[src/rtl/sps_pkg.sv]
package sps_pkg;
  typedef enum logic [2:0] {
    ST_IDLE   = 3'd0,
    ST_WAIT   = 3'd1,
    ST_DECIDE = 3'd2,
    ST_ARMED  = 3'd3,
    ST_DONE   = 3'd4
  } sps_state_t;
endpackage

[src/rtl/sps_edge_find.sv]
module sps_edge_find #(
  parameter int NPH  = 16,
  parameter int IDXW = $clog2(NPH)
) (
  input  logic [NPH-1:0]  snap_i,
  output logic            found_o,
  output logic [IDXW-1:0] idx_o
);
  logic [NPH-1:0] rise;

  // a rising point: this phase high, the one before it (circularly) low
  for (genvar g = 0; g < NPH; g++) begin : g_rise
    assign rise[g] = snap_i[g] & ~snap_i[(g + NPH - 1) % NPH];
  end

  always_comb begin
    idx_o = '0;
    for (int i = NPH - 1; i >= 0; i--) begin
      if (rise[i]) idx_o = IDXW'(i);
    end
  end

  assign found_o = |rise;
endmodule

[src/rtl/sps_phase_ring.sv]
module sps_phase_ring #(
  parameter int NPH  = 16,
  parameter int IDXW = $clog2(NPH)
) (
  input  logic            clk,
  input  logic            rst,
  input  logic            clr_i,
  input  logic            arm_en_i,
  input  logic [IDXW-1:0] arm_idx_i,
  input  logic [NPH-1:0]  tick_i,
  output logic            hit_o
);
  logic [NPH-1:0] armed_q;
  logic [NPH-1:0] ff_q;

  for (genvar g = 0; g < NPH; g++) begin : g_ph
    always_ff @(posedge clk) begin
      if (rst || clr_i) begin
        armed_q[g] <= 1'b0;
        ff_q[g]    <= 1'b0;
      end else begin
        if (arm_en_i && arm_idx_i == IDXW'(g)) armed_q[g] <= 1'b1;
        if (armed_q[g] && tick_i[g])           ff_q[g]    <= 1'b1;
      end
    end
  end

  always_ff @(posedge clk) begin
    if (rst || clr_i) hit_o <= 1'b0;
    else              hit_o <= |ff_q;
  end


  armed_single_chk: assert property (@(posedge clk) disable iff (rst) $onehot0(armed_q));

  ff_single_chk: assert property (@(posedge clk) disable iff (rst) $onehot0(ff_q));

  ff_needs_tick_chk: assert property (@(posedge clk) disable iff (rst)
    ((ff_q & ~$past(ff_q)) & ~$past(armed_q & tick_i)) == '0);
endmodule

[src/rtl/safe_phase_sync.sv]
module safe_phase_sync
  import sps_pkg::*;
#(
  parameter int NPH    = 16,
  parameter int SETTLE = 6,
  parameter int OFFSET = 6
) (
  input  logic                   clk,
  input  logic                   rst,
  input  logic                   rearm_i,
  input  logic                   evt_i,
  input  logic [NPH-1:0]         lat_i,
  input  logic [NPH-1:0]         phase_tick_i,
  output logic [$clog2(NPH)-1:0] sel_o,
  output logic                   sel_vld_o,
  output logic                   err_o,
  output logic                   strobe_o
);
  localparam int IDXW = $clog2(NPH);
  localparam int CNTW = $clog2(SETTLE + 1);

  sps_state_t      st_q;
  logic [CNTW-1:0] cnt_q;
  logic [NPH-1:0]  lat_r;
  logic            found;
  logic [IDXW-1:0] idx;
  logic [IDXW:0]   sum;
  logic [IDXW-1:0] nxt_sel;
  logic            arm_en;
  logic            hit;

  sps_edge_find #(.NPH(NPH), .IDXW(IDXW)) u_find (
    .snap_i (lat_r),
    .found_o(found),
    .idx_o  (idx)
  );

  always_comb begin
    sum = {1'b0, idx} + (IDXW + 1)'(OFFSET);
    if (sum >= (IDXW + 1)'(NPH)) sum = sum - (IDXW + 1)'(NPH);
    nxt_sel = sum[IDXW-1:0];
  end

  assign arm_en = (st_q == ST_DECIDE) && found;

  sps_phase_ring #(.NPH(NPH), .IDXW(IDXW)) u_ring (
    .clk      (clk),
    .rst      (rst),
    .clr_i    (rearm_i),
    .arm_en_i (arm_en),
    .arm_idx_i(nxt_sel),
    .tick_i   (phase_tick_i),
    .hit_o    (hit)
  );

  always_ff @(posedge clk) begin
    if (rst || rearm_i) begin
      st_q      <= ST_IDLE;
      cnt_q     <= '0;
      lat_r     <= '0;
      sel_o     <= '0;
      sel_vld_o <= 1'b0;
      err_o     <= 1'b0;
    end else begin
      case (st_q)
        ST_IDLE: if (evt_i) begin
          lat_r <= lat_i;
          cnt_q <= '0;
          st_q  <= ST_WAIT;
        end
        ST_WAIT: if (|phase_tick_i) begin
          if (cnt_q == CNTW'(SETTLE - 1)) st_q <= ST_DECIDE;
          else                            cnt_q <= cnt_q + 1'b1;
        end
        ST_DECIDE: if (found) begin
          sel_o     <= nxt_sel;
          sel_vld_o <= 1'b1;
          st_q      <= ST_ARMED;
        end else begin
          err_o <= 1'b1;
          st_q  <= ST_DONE;
        end
        ST_ARMED: if (hit) st_q <= ST_DONE;
        default: st_q <= st_q;
      endcase
    end
  end

  assign strobe_o = hit;


  strobe_has_sel_chk: assert property (@(posedge clk) disable iff (rst) strobe_o |-> sel_vld_o);

  err_no_strobe_chk: assert property (@(posedge clk) disable iff (rst) err_o |-> !strobe_o);

  snap_hold_chk: assert property (@(posedge clk) disable iff (rst)
    (st_q != ST_IDLE && !rearm_i) |=> $stable(lat_r));

  rearm_clear_chk: assert property (@(posedge clk) disable iff (rst)
    rearm_i |=> (!strobe_o && !sel_vld_o && !err_o));

  edge_valid_chk: assert property (@(posedge clk) disable iff (rst)
    (st_q == ST_DECIDE && found) |->
      (lat_r[idx] && !lat_r[(int'(idx) + NPH - 1) % NPH]));

  wait_no_vld_chk: assert property (@(posedge clk) disable iff (rst)
    (st_q == ST_WAIT) |-> !sel_vld_o);
endmodule

[config.mk]
export PLATFORM = sky130hd
export DESIGN_NAME = safe_phase_sync
export DESIGN_NICKNAME = d
export VERILOG_FILES = /design/src/rtl/sps_pkg.sv /design/src/rtl/sps_edge_find.sv /design/src/rtl/sps_phase_ring.sv /design/src/rtl/safe_phase_sync.sv
export SDC_FILE = /design/constraint.sdc
export NUM_CORES = 1
export LEC_CHECK = 0
export ABC_AREA = 1
export ABC_CLOCK_PERIOD_IN_PS = 3450
export BUFFER_PORTS_ARGS = -buffer_cell sky130_fd_sc_hd__buf_4
export CORE_MARGIN = 8
export CORE_UTILIZATION = 60
export CTS_BUF_LIST = sky130_fd_sc_hd__clkbuf_8 sky130_fd_sc_hd__clkbuf_16
export DETAILED_ROUTE_END_ITERATION = 7
export PLACE_DENSITY_LB_ADDON = 0.2
export SETUP_SLACK_MARGIN = 0.3
export SLEW_MARGIN = 20
export SYNTH_ARGS = -nofsm -noshare
export SYNTH_HDL_FRONTEND = slang
export SYNTH_HIERARCHICAL = 1
export SYNTH_SLANG_ARGS = --single-unit
[constraint.sdc]
create_clock -name clk -period 3.45 [get_ports clk]
set_input_delay 0.5175 -clock clk [delete_from_list [all_inputs] [get_ports clk]]
set_output_delay 0.5175 -clock clk [all_outputs]
set_load 0.01 [all_outputs]
* Yosys cells after proc, flatten, opt, wreduce, memory -nomap -nowiden
Cells that the tools add are included.
Widths: inputs -> output; s select.
** Cells by class
- Muxes and demuxes :: 27
- Add/sub/neg operators :: 3
- Eq/ne operators :: 24
- Bitwise operators :: 33
- $lt $le $gt $ge :: 1
- Reductions and logical operators :: 46
** Operators with widths (count)
- $mux 4 :: 17
- $reduce_or 16->1 :: 3
- $logic_and 1x1->1 :: 33
- $eq 4x4->1 const B :: 8
- $mux 3 :: 8
- $not 1->1 :: 17
- $and 1x1->1 :: 16
- $eq 4x3->1 const B :: 4
- $pmux 3 s4 :: 1
- $eq 4x2->1 const B :: 2
- $ne 2x2->1 const B :: 4
- $eq 3x2->1 const B :: 2
- $pmux 3 s2 :: 1
- $reduce_and 2->1 :: 3
- $add 4x3->5 const B :: 1
- $ge 5x5->1 const B :: 1
- $reduce_and 5->1 :: 1
- $eq 4x1->1 const B :: 1
- $logic_not 4->1 :: 1
- $reduce_and 4->1 :: 1
- $reduce_bool 4->1 :: 1
- $sub 4x1->4 const B :: 1
- $add 3x1->3 const B :: 1
- $eq 3x1->1 const B :: 1
- 5 further kinds :: 5
** Storage, ports and cells
- Register bits :: 61
- Bits of input ports :: 36

* Logic depth before layout (Yosys ltp)
Gate-level depths: netlist of run 1.
- Depth after elaboration :: 23
- Depth in mapped cells :: 17
- Gate-level depth less buffers :: 17

* Modules after synthesis
The synthesis of run 1 kept the hierarchy.
** Modules (own cells, without submodules)
- sps_phase_ring :: instances 1, cells each 178, area each 1288.7 µm², sequential area each 660.6 µm²
- safe_phase_sync :: instances 1, cells each 170, area each 1257.5 µm², sequential area each 560.5 µm²
- sps_edge_find :: instances 1, cells each 64, area each 276.5 µm², sequential area each 0.0 µm²

* Least setup slack after synthesis of run 1
Ideal clock, no wire load.
- Path type :: register -> register
- Start :: register lat_r[10]
- End :: register u_ring.armed_q[14]
- Cell stages (with the launch flop) :: 17
- Arrival time :: 1.993 ns
- Path buffers :: 0
- Library setup time :: 0.070 ns
- Setup slack :: 1.387 ns
- Cells stage by stage :: dfxtp_1 -> inv_2 -> nand2_1 -> o21ai_2 -> inv_1 -> nand2_1 -> nand2_1 -> nand2_1 -> nand2_1 -> a21oi_2 -> inv_1 -> ha_1 -> xnor2_1 -> nand2_1 -> inv_2 -> nand3_1 -> a21oi_1
** Between the ends
- Word-level cells in the longest chain between the ends :: 19
- Elaborated cells between the ends (all ways) :: 23
- Those cells by class :: add/sub: 2; order compare: 1; eq/ne: 1; mux: 13; bitwise: 3; reduce/logical: 3
** RTL lines
- start, declared :: RTL line safe_phase_sync.sv:24 : logic [NPH-1:0] lat_r;
- start signal, assigned :: RTL line safe_phase_sync.sv:67 : lat_r <= lat_i;
- $not 1->1 :: RTL line sps_edge_find.sv:13 : assign rise[g] = snap_i[g] & ~snap_i[(g + NPH - 1) % NPH];
- $and 1x1->1 :: RTL line sps_edge_find.sv:13
- $mux 4 :: RTL line sps_edge_find.sv:19 : if (rise[i]) idx_o = IDXW'(i);
- $mux 4 (*) (11 in a row) :: RTL line sps_edge_find.sv:19
- via idx[1] :: RTL line safe_phase_sync.sv:26 : logic [IDXW-1:0] idx;
- $add 4x3->5 (*) :: RTL line safe_phase_sync.sv:39 : sum = {1'b0, idx} + (IDXW + 1)'(OFFSET);
- $sub 4x1->4 or $ge 5x5->1 (tied branches) :: RTL line safe_phase_sync.sv:40 : if (sum >= (IDXW + 1)'(NPH)) sum = sum - (IDXW + 1)'(NPH);
- $mux 4 (*) :: RTL line safe_phase_sync.sv:40
- via sum[1] :: RTL line safe_phase_sync.sv:27 : logic [IDXW:0] sum;
- $eq 4x4->1 (*) :: RTL line sps_phase_ring.sv:22 : if (arm_en_i && arm_idx_i == IDXW'(g)) armed_q[g] <= 1'b1;
- $logic_and 1x1->1 (*) :: RTL line sps_phase_ring.sv:22
- end signal, assigned by index :: RTL line sps_phase_ring.sv:19 : armed_q[g] <= 1'b0;
- end signal, assigned by index :: RTL line sps_phase_ring.sv:22
- end, declared :: RTL line sps_phase_ring.sv:13 : logic [NPH-1:0] armed_q;
Mark *: on every way through the listed nets, which the timed path passes. The rest lies on a longest branch.
A chain may end at the register's enable or synchronous reset.

* Worst setup path after layout of run 1
- Start :: register lat_r[12]
- End :: register u_ring.armed_q[12]
** Between the ends
- Word-level cells in the longest chain between the ends :: 21
- Elaborated cells between the ends (all ways) :: 25
- Those cells by class :: add/sub: 2; order compare: 1; eq/ne: 1; mux: 15; bitwise: 3; reduce/logical: 3
** RTL lines (RTL line)
- $not 1->1 :: sps_edge_find.sv:13
- $and 1x1->1 :: sps_edge_find.sv:13
- $mux 4 :: sps_edge_find.sv:19
- $mux 4 (*) (13 in a row) :: sps_edge_find.sv:19
- via idx[1] :: safe_phase_sync.sv:26
- $add 4x3->5 (*) :: safe_phase_sync.sv:39
- $sub 4x1->4 or $ge 5x5->1 (tied branches) :: safe_phase_sync.sv:40
- $mux 4 (*) :: safe_phase_sync.sv:40
- via sum[1] :: safe_phase_sync.sv:27
- $eq 4x4->1 (*) :: sps_phase_ring.sv:22
- $logic_and 1x1->1 (*) :: sps_phase_ring.sv:22
Marked as above.

==> results of run 1 <==
-- placed cells by master (no fill, tap or decap) --
cell type and instances:
nand4_1 2, clkbuf_8 9, buf_4 43, a21oi_1 45
a21boi_1 1, xnor2_1 2, or2_2 2, and2_0 1
nor2_2 3, clkinv_2 2, o21ai_0 35, a21oi_4 1
bufinv_16 4, o21ai_2 1, nand3b_1 3, a21oi_2 1
nor3_1 1, ha_1 3, o21ai_1 3, nor3_4 1
nor3_2 1, nor2_1 44, dfxtp_1 61, inv_1 93
o22ai_1 1, nor2_4 1, nand3_2 1, inv_6 1
nand2_1 67, inv_2 7, nand3_1 21, o21a_1 1
-- layout make-up --
| type | instances | area share, % |
|---|---|---|
| clock inverters | 7 | 4.02 |
| repair buffers | 43 | 9.43 |
| multi-input cells | 242 | 34.3 |
| flip-flops and latches | 61 | 35.7 |
| clock buffers | 9 | 3.62 |
| well taps | 54 | 1.97 |
| inverters | 100 | 11.0 |
-- through the flow --
stage          power (W)  hold slack [ns]
2_1_floorplan   0.000963            0.423
3_3_place_gp     0.00103            0.432
3_5_place_dp     0.00104            0.437
4_1_cts          0.00186            0.449
5_1_grt          0.00194            0.465
6_report         0.00185            0.448
-- routing by layer --
layer	global-route usage, %	wire length (um)	share of wire, %	vias up
met4	8.90	83	1.4	0
met1	20.8	2810	47	1121
met3	4.88	259	4.4	8
met2	29.1	2800	47	51
met5	0	0	0	-
li1	-	-	-	1359
-- power by group --
group,total (W),switching [W],internal [W]
logic,0.000291,0.000187,0.000104
clock network,0.000822,0.000270,0.000552
registers,0.000734,0.0000133,0.000721
total,0.00185,0.000470,0.00138
-- worst reg2reg max path: cells and delay by family, from the launching register on --
family / cells / cell delay, ns
DFF: 1 / 0.35
AOI/OAI and AO/OA: 2 / 0.28
and+or+nand+nor: 9 / 0.61
buffers and inverters: 4 / 0.31
adders and majority gates: 1 / 0.22
xor gates and xnor gates: 1 / 0.49
-- cells by family (layout without fill, tap and decap cells) --
kind of cell             Yosys count  count (layout)  synth area share (%)
AND/OR/NAND/NOR                  148             148                  22.9
flip-flops                        61              61                  43.3
XOR/XNOR                           2               2                 0.621
buffers and inverters            109             159                  15.2
adder cells (fa/ha/maj)            3               3                  1.33
AO/OA/AOI/OAI                     89              89                  16.7
-- worst max-delay path by stage --
stage,start,to,slack (ns),cells past startpoint
after global routing,lat_r[11],u_ring/armed_q[8],0.77,17
after CTS,lat_r[12],u_ring/armed_q[12],1.14,17
final,lat_r[12],u_ring/armed_q[12],1.11,17
after detailed placement,lat_r[12],u_ring/armed_q[9],1.18,17
after global placement,lat_r[11],u_ring/armed_q[9],1.26,17
after floorplan,lat_r[10],u_ring/armed_q[14],1.39,16
-- state kept, by name, indices dropped and copies added, names as in the netlist --
signal	flops
cnt_q	3
err_o	1
lat_r	16
sel_o	4
sel_vld_o	1
st_q	3
u_ring/armed_q	16
u_ring/ff_q	16
u_ring/hit_o	1
==> flow_metrics.env, run 1 <==
export IMPL_gp_congestion=0.808
export IMPL_die_area_um2=7160
export IMPL_ctsHoldBuffers=0
export IMPL_post_cts_resized=0
export IMPL_yosysSeqAreaShare_pct=43.3
export IMPL_reg2regPathDepth=17
export IMPL_clock_path_buffers=2
export IMPL_ys_warnings_count=6
export IMPL_stdcell_count=516
export IMPL_crit_top_cell="nand2_1"
export IMPL_num_rows=25
export IMPL_cp_data_required_time_ns=3.70
export IMPL_cp_slowest_cell="xnor2_1"
export IMPL_cts_reportedPaths_clkPinSlew_ns=0.06
export IMPL_h_tree_depth=3
export IMPL_fin_skew_ns=0.00984
export IMPL_synth_common_cells="92 x inv_1, 67 x nand2_1, 61 x dfxtp_1, 45 x a21oi_1, 44 x nor2_1"
export IMPL_placed_area_um2=3160
export IMPL_grt_pass1_wl_mm=10.4
export IMPL_vias=2539
export IMPL_cts_tree="built"
export IMPL_ir_drop_mv=0.457
export IMPL_diodes=0
export IMPL_layout_drive_gt1_share_pct=16.9
export IMPL_crit_path_cell_trace="inv_1 > nand2_1 > nand2_1 > inv_1 > nand2_1 > nand2_1 > nand2_1 > nand2_1 > nand2_1 > a21oi_2 > inv_1 > ha_1 > xnor2_1 > nand2_1 > inv_2 > nand3_1 > a21oi_1"
export IMPL_cts_buffers=9
export IMPL_grtUsageTotal_pct=17.8
export IMPL_wl_per_cell_um=11.5
export IMPL_cp_num_buf_inv=4
export IMPL_design_area_um2=3420
export IMPL_ys_async_sr_fraction_pct=0
export IMPL_critPathKind="reg2reg"
export IMPL_clock_sinks=61
export IMPL_drt_first_iter_violations=145
export IMPL_synth_cell_types=33
export IMPL_rrSetupSlack_ns=1.11
export IMPL_period_minus_slack_ns=2.34
export IMPL_tns_ns=0
export IMPL_viasPerCell=4.92
export IMPL_rsz0062_at_grt="false"
export IMPL_grt_antenna_before_repair=0
export IMPL_die_w_um=84.6
export IMPL_yosysTopAreaCellShare_pct=43.3
export IMPL_grt_max_degree=33
export IMPL_fin_ws_ns=1.11
export IMPL_holdCritStartpoint="lat_r[0]"
export IMPL_placed_cells=500
export IMPL_arrival_ns=2.58
export IMPL_r2r_end="u_ring/armed_q[12]"
export IMPL_cp_end_kind="flip-flop"
export IMPL_firstDrtPassIters=5
export IMPL_synth_most_common_cell="inv_1"
export IMPL_layout_nets=496
export IMPL_areaGrowthSynthToFinish_pct=21.2
export IMPL_multi_input_area_um2=1170
export IMPL_dp_hpwl_mm=4.29
export IMPL_drv_cap=0
export IMPL_startpoint_type="flip-flop"
export IMPL_floorplan_initialDensity_pct=61.0
export IMPL_drv_slew=0
export IMPL_grt_pass1_vias=2443
export IMPL_hp_class="reg2reg"
export IMPL_insertion_delay_ns=0.33
export IMPL_core_um2=4630
export IMPL_worstMarginPinSlew_ns=0.902
export IMPL_wirelength_mm=5.95
export IMPL_max_stage_delay_ns=0.49
export IMPL_whs_path_depth=2
export IMPL_final_seq_area_um2=1220
export IMPL_final_core_util_pct=73.9
export IMPL_worst_path_max_fanout=5
export IMPL_die_height_um=84.6
export IMPL_outcome="complete, no violations"
export IMPL_crit_family="simple AND/OR/NAND/NOR gates"
export IMPL_ios=43
export IMPL_antenna_left=0
export IMPL_yosys_top_cells_area="dfxtp_1 43%, inv_1 12%, nand2_1 8.9%"
export IMPL_syn_inst=412
export IMPL_r2r_start="lat_r[12]"
export IMPL_finalCritPeriodShare_pct=67.7
export IMPL_cts_root_buffer="clkbuf_8"
export IMPL_synthesis_nets=451
export IMPL_route_detailed_drc=0
export IMPL_synth_ff_type="dfxtp_1"
export IMPL_port_buffers=42
export IMPL_setup_viol=0
export IMPL_num_fill_cells=370
export IMPL_grt_overflow=0
export IMPL_max_freq_mhz=428
export IMPL_max_slew_margin_pct=39.7
export IMPL_holdPathEnd="lat_r[0]"
export IMPL_cts_setup_buffers=0
export IMPL_place_ws_ns=1.18
export IMPL_yosys_area_top_type="dfxtp_1"
export IMPL_p_leak_nw=1.71
export IMPL_synth_seq_cells=61
export IMPL_power_density_nw_per_um2=540
export IMPL_synth_edff_count=0
export IMPL_hold_viol=0
export IMPL_syn_area_um2=2820
export IMPL_avgSynthCellArea_um2=6.85
(Power assumes the default switching activity.)
==> run 2: changes to the inputs <==
- ABC_CLOCK_PERIOD_IN_PS: 3450 -> 2300
- CORE_UTILIZATION: 60 -> 56
- clock period: 3.45 -> 2.3 ns (I/O delays scaled with it)
==> run 2 against run 1 <==
  * Clock power up 7.8%
  * Utilization down 2.2 points
  * Clock-buffer cell count up 1
  * Register-to-register slack worse by 0.85 ns
  * Non-clock buffer count up 11
  * Combinational power up 100%
  * Setup slack worse by 0.85 ns
  * Worst hold slack worse by 0.15 ns
  * Largest cell class is now multi-input gates
  * First-iteration DRC count down 2.8%
  * Cell area up 4.2%
  * Fmax up 15%
==> flow_metrics.env, run 2 (synthesis results as in run 1) <==
export IMPL_outcome="complete, no violations"
export IMPL_firstDrtPassIters=4
export IMPL_r2r_end="u_ring/armed_q[10]"
export IMPL_areaGrowthSynthToFinish_pct=26.4
export IMPL_cp_end_kind="flip-flop"
export IMPL_p_leak_nw=1.75
export IMPL_r2r_start="lat_r[12]"
export IMPL_tns_ns=0
export IMPL_wirelength_mm=6.17
export IMPL_ir_drop_mv=0.522
export IMPL_grtUsageTotal_pct=16.8
export IMPL_gp_congestion=0.823
export IMPL_period_minus_slack_ns=2.03
export IMPL_port_buffers=42
export IMPL_drv_cap=0
export IMPL_clock_sinks=61
export IMPL_grt_overflow=0
export IMPL_startpoint_type="flip-flop"
export IMPL_grt_pass1_vias=2367
export IMPL_power_density_nw_per_um2=721
export IMPL_cts_root_buffer="clkbuf_8"
export IMPL_fin_skew_ns=0.00609
export IMPL_layout_drive_gt1_share_pct=24.0
export IMPL_final_seq_area_um2=1230
export IMPL_core_um2=4980
export IMPL_vias=2592
export IMPL_die_w_um=87.0
export IMPL_floorplan_initialDensity_pct=56.7
export IMPL_setup_viol=0
export IMPL_cts_buffers=9
export IMPL_holdCritStartpoint="lat_i[11]"
export IMPL_worstMarginPinSlew_ns=0.400
export IMPL_max_slew_margin_pct=73.2
export IMPL_drt_first_iter_violations=141
export IMPL_num_fill_cells=432
export IMPL_ctsHoldBuffers=0
export IMPL_whs_ns=0.295
export IMPL_drv_slew=0
export IMPL_h_tree_depth=3
export IMPL_hold_viol=0
export IMPL_diodes=0
export IMPL_antenna_left=0
export IMPL_insertion_delay_ns=0.33
export IMPL_finalCritPeriodShare_pct=88.3
export IMPL_layout_nets=507
export IMPL_final_common_cell="inv_1"
export IMPL_grt_pass1_wl_mm=10.1
export IMPL_rsz0062_at_grt="true"
export IMPL_whs_path_depth=3
export IMPL_worst_path_max_fanout=5
export IMPL_cp_data_required_time_ns=2.57
export IMPL_clock_path_buffers=2
export IMPL_reg2regPathDepth=17
export IMPL_dp_hpwl_mm=4.39
export IMPL_critPathKind="reg2reg"
export IMPL_viasPerCell=4.79
export IMPL_final_cell_mix="89 x inv_1, 61 x nand2_1, 57 x dfxtp_1"
export IMPL_grt_max_degree=33
export IMPL_ios=43
export IMPL_cts_tree="built"
export IMPL_cts_reportedPaths_clkPinSlew_ns=0.06
export IMPL_top_regs="lat_r x16, u_ring/armed_q x16, u_ring/ff_q x16"
export IMPL_holdPathEnd="lat_r[11]"
export IMPL_grt_antenna_before_repair=0
export IMPL_route_detailed_drc=0
export IMPL_rrSetupSlack_ns=0.27
export IMPL_num_rows=26
export IMPL_die_height_um=87.0
export IMPL_die_area_um2=7570
export IMPL_max_freq_mhz=492
export IMPL_arrival_ns=2.30
export IMPL_hp_class="in2reg"
export IMPL_multi_input_area_um2=1280
export IMPL_wl_per_cell_um=11.4
-- run 2: cell count changes in the layout (fill, tap and decap cells not counted), moves of 3 or more --
cell	before	now
nand2_1	67	61
dfxtp_1	61	57
inv_2	7	10
dfxtp_2	0	3
nand2_2	0	5
bufinv_16	4	1
buf_4	43	54
a21oi_1	45	39
a21oi_2	1	7
inv_1	93	89
-- run 2: power breakdown --
group	internal, W	total, W	leakage, nW	switching, W
clock	0.000508	0.000886	0.101	0.000379
combinational	0.000239	0.000581	1.15	0.000342
sequential	0.00108	0.00110	0.496	0.0000216
-- run 2: cell type report --
cell class,instances,area share [%]
Tap cell,70,2.46
Timing Repair Buffer,54,11.4
Clock inverter,4,1.19
Inverter,100,10.8
Clock buffer,10,3.86
Sequential cell,61,34.4
Multi-Input combinational cell,242,35.9
-- run 2: critical path: stages, from the launching register on --
cell	delay (ns)
dfxtp_2	0.35
inv_1	0.07
nand2_2	0.08
nand2_2	0.07
inv_2	0.05
nand2_2	0.04
nand2_1	0.06
nand2_1	0.04
nand2_1	0.05
nand2_1	0.05
a21oi_2	0.16
inv_2	0.07
ha_4	0.17
xnor2_4	0.25
inv_2	0.07
nor2_4	0.15
nand3_1	0.10
a21oi_1	0.13
-- run 2: how the worst max path moves through the flow --
stage / startpoint / end / slack [ns] / cells after the start
final: lat_r[12] / u_ring/armed_q[10] / 0.27 / 17
after global routing: lat_r[12] / u_ring/armed_q[4] / 0.09 / 16
after CTS: lat_r[11] / u_ring/armed_q[13] / 0.31 / 17
after detailed placement: lat_r[11] / u_ring/armed_q[10] / 0.17 / 17
after global placement: lat_r[11] / u_ring/armed_q[10] / 0.26 / 17
after floorplan: lat_r[10] / u_ring/armed_q[10] / 0.38 / 16
-- run 2: per-stage QoR --
step                      util, %  instances  cell area, um2  total power, W  setup slack [ns]
after floorplan                 -        412            2830         0.00145             0.382
after detailed placement     64.2        517            3200         0.00157             0.173
after global routing         71.7        541            3570         0.00271            0.0895
after global placement       64.2        517            3200         0.00156             0.259
final                        71.7        541            3570         0.00257             0.269
after CTS                    68.5        531            3410         0.00250             0.307
-- run 2: timing repair --
action	4_1_cts	5_1_grt
endpoints found under the setup margin	16	18
pin swaps	1	11
resized for setup	8	29
buffers inserted	0	10
-- run 2: routing by layer --
layer / part of all wire (%) / global-route usage, % / vias up
li1: - / - / 1376
met5: 0 / 0 / -
met4: 2.3 / 9.86 / 0
met1: 45 / 18.8 / 1152
met2: 47 / 27.8 / 52
met3: 6.0 / 4.91 / 12
==> run 3: changes to the inputs <==
- ABC_AREA: 1 -> unset
- REMOVE_ABC_BUFFERS: unset -> 1
==> run 3 against run 2 <==
  * The run now ends with negative setup slack left
  * First-iteration DRC count fell by 9.2%
  * Worst hold slack lost 0.040 ns
  * Synthesized area shrank 4.9%
  * Clock-buffer cell count is the same
  * Sequential power barely moved
  * Combinational power fell by 19%
  * Cell area decreased by 2.9%
  * Via count decreased by 4.6%
  * Die area decreased by 4.0%
  * Non-clock buffer count grew 14
  * Critical path depth down 5
  * Routed wire length rose by 4.9%
  * Largest power group unchanged
==> flow_metrics.env, run 3 <==
export IMPL_holdCritStartpoint="phase_tick_i[3]"
export IMPL_internal_power_w=0.00181
export IMPL_cts_tree="built"
export IMPL_fin_ws_ns=-0.0472
export IMPL_clock_path_buffers=2
export IMPL_syn_inst=319
export IMPL_reg2regPathDepth=12
export IMPL_wl_per_cell_um=14.6
export IMPL_tns_ns=-0.114
export IMPL_synth_edff_count=0
export IMPL_areaGrowthSynthToFinish_pct=28.9
export IMPL_avgSynthCellArea_um2=8.42
export IMPL_die_area_um2=7270
export IMPL_violations="negative setup slack"
export IMPL_die_height_um=85.2
export IMPL_outcome="finished, violations left"
export IMPL_arrival_ns=2.57
export IMPL_ios=43
export IMPL_power_density_nw_per_um2=709
export IMPL_layout_nets=424
export IMPL_met3_usage_pct=6.56
export IMPL_grt_pass1_wl_mm=10.5
export IMPL_holdPathEnd="u_ring/ff_q[3]"
export IMPL_die_w_um=85.2
export IMPL_synth_ff_type="dfxtp_1"
export IMPL_drv_cap=0
export IMPL_antenna_left=0
export IMPL_rrSetupSlack_ns=-0.05
export IMPL_final_common_cell="buf_4"
export IMPL_ir_drop_mv=0.555
export IMPL_ctsHoldBuffers=0
export IMPL_finalCritPeriodShare_pct=102
export IMPL_max_freq_mhz=426
export IMPL_fin_skew_ns=0.00677
export IMPL_place_ws_ns=-0.166
export IMPL_final_cell_mix="66 x buf_4, 59 x dfxtp_1, 45 x nor2_1"
export IMPL_synth_most_common_cell="dfxtp_1"
export IMPL_p_clk_share_pct=36.6
export IMPL_grtUsageTotal_pct=18.0
export IMPL_top_regs="lat_r x16, u_ring/armed_q x16, u_ring/ff_q x16"
export IMPL_worstMarginPinSlew_ns=0.766
export IMPL_insertion_delay_ns=0.33
export IMPL_cts_root_buffer="clkbuf_8"
export IMPL_power_switching_w=0.000641
export IMPL_hold_viol=0
export IMPL_synth_seq_cells=61
export IMPL_startpoint_type="flip-flop"
export IMPL_whs_path_depth=3
export IMPL_cts_buffers=9
export IMPL_route_detailed_drc=0
export IMPL_cp_end_kind="flip-flop"
export IMPL_whs_ns=0.254
export IMPL_diodes=0
export IMPL_grt_overflow=0
export IMPL_drt_first_iter_violations=128
export IMPL_seq_power_share_pct=44.1
export IMPL_setup_viol=4
export IMPL_p_comb_share_pct=19.3
export IMPL_ys_warnings_count=6
export IMPL_cts_reportedPaths_clkPinSlew_ns=0.06
export IMPL_gp_congestion=0.840
export IMPL_clock_sinks=61
export IMPL_grt_max_degree=23
export IMPL_drv_slew=0
export IMPL_ys_async_sr_fraction_pct=0
export IMPL_floorplan_initialDensity_pct=57.6
export IMPL_r2r_start="lat_r[14]"
export IMPL_synth_cell_types=52
export IMPL_port_buffers=42
export IMPL_yosys_top_cells_area="dfxtp_1 45%, a21oi_1 8.6%, nor2_1 6.3%"
export IMPL_viasPerCell=5.59
export IMPL_yosysTopAreaCellShare_pct=45.5
export IMPL_met2_usage_pct=31.1
export IMPL_layout_drive_gt1_share_pct=29.4
export IMPL_grt_antenna_before_repair=0
export IMPL_firstDrtPassIters=4
export IMPL_grt_util_met1_pct=19.4
export IMPL_dp_hpwl_mm=4.47
export IMPL_max_slew_margin_pct=48.9
export IMPL_critPathKind="reg2reg"
export IMPL_vias=2472
export IMPL_hp_class="in2reg"
export IMPL_num_rows=25
export IMPL_yosys_area_top_type="dfxtp_1"
export IMPL_period_minus_slack_ns=2.35
export IMPL_r2r_end="u_ring/armed_q[10]"
export IMPL_grt_pass1_vias=2349
export IMPL_p_leak_nw=1.41
export IMPL_switching_share_pct=26.1
export IMPL_rsz0062_at_grt="true"
export IMPL_num_fill_cells=345
export IMPL_cp_data_required_time_ns=2.52
export IMPL_finalPower_w=0.00245
export IMPL_syn_area_um2=2690
export IMPL_h_tree_depth=3
export IMPL_top_usage_layer="met2"
export IMPL_worst_path_max_fanout=5
export IMPL_wirelength_mm=6.47
export IMPL_core_um2=4660
export IMPL_yosysSeqAreaShare_pct=45.5
export IMPL_synth_common_cells="61 x dfxtp_1, 46 x a21oi_1, 45 x nor2_1, 41 x nand2_1, 19 x inv_1"
## run 3: cell types whose count changed after synthesis, sizes merged, moves of 5 or more
cell	previous run	this run
a31oi	0	10
inv	99	19
mux2i	0	5
nand2	67	42
nand3	22	2
nor2b	0	5
nor3b	0	5
nor4	0	8
o21ai	39	5
## run 3: cell families after synthesis
| group | after synthesis | share of synthesized area [%] |
|---|---|---|
| mux | 5 | 1.86 |
| buf+inv | 32 | 6.99 |
| fa+ha+maj | 3 | 1.40 |
| flops | 61 | 45.5 |
| simple gates | 135 | 24.9 |
| compound gates | 82 | 19.1 |
| xor+xnor | 1 | 0.326 |
## run 3: metal layers
| metal | vias to the layer above | share of wire (%) |
|---|---|---|
| met1 | 1165 | 43 |
| met4 | 0 | 1.7 |
| met2 | 60 | 49 |
| li1 | 1234 | - |
| met3 | 13 | 6.2 |
| met5 | - | 0 |
## run 3: worst max-delay path by stage
stage | from | to | slack [ns]
global placement | lat_r[14] | u_ring/armed_q[1] | -0.1
finish | lat_r[14] | u_ring/armed_q[10] | -0.05
detailed placement | lat_r[14] | u_ring/armed_q[3] | -0.17
floorplan | lat_r[14] | u_ring/armed_q[4] | -0.20
global route | lat_r[14] | u_ring/armed_q[10] | -0.13
CTS | lat_r[14] | u_ring/armed_q[8] | -0.02
## run 3: critical path, stage by stage, from the launching register on
cell and delay, ns:
dfxtp_2 0.33, nand2b_4 0.13, a221o_1 0.29, a311o_1 0.26, o21ai_1 0.07, and3_1 0.21
inv_2 0.06, ha_4 0.16, xnor2_2 0.13, buf_6 0.14, and2b_2 0.24, a21oi_2 0.15
nor2_1 0.05
## run 3: what timing repair did
item                                    CTS  global route
setup buffers                             3             2
endpoints found under the setup margin   19            19
gates resized for setup                  13            19
pin swaps                                17            11
cloned                                    0             0
## run 3: power groups by stage
stage	Clock (W)	Sequential (W)	Combinational (W)
after floorplan	0	0.00110	0.000179
after global placement	0	0.00110	0.000360
after detailed placement	0	0.00110	0.000362
after CTS	0.000914	0.00108	0.000393
after global routing	0.000963	0.00108	0.000514
final	0.000899	0.00108	0.000472
## run 3: stage by stage
| step | util [%] | cell area (um2) | cells |
|---|---|---|---|
| 3_5_place_dp | 66.7 | 3110 | 423 |
| 5_1_grt | 74.3 | 3460 | 442 |
| 4_1_cts | 72.1 | 3360 | 440 |
| 2_1_floorplan | - | 2570 | 306 |
| 3_3_place_gp | 66.7 | 3110 | 423 |
| 6_report | 74.3 | 3460 | 442 |
## run 3: area by class of cell
type | instances | area, um2 | area share (%)
clock inverters | 4 | 42.5 | 1.23
flip-flops and latches | 61 | 1220 | 35.3
inverters | 19 | 71.3 | 2.06
repair buffers | 68 | 518 | 15.0
multi-input cells | 226 | 1400 | 40.5
clock buffers | 10 | 138 | 3.98
well taps | 54 | 67.6 | 1.95
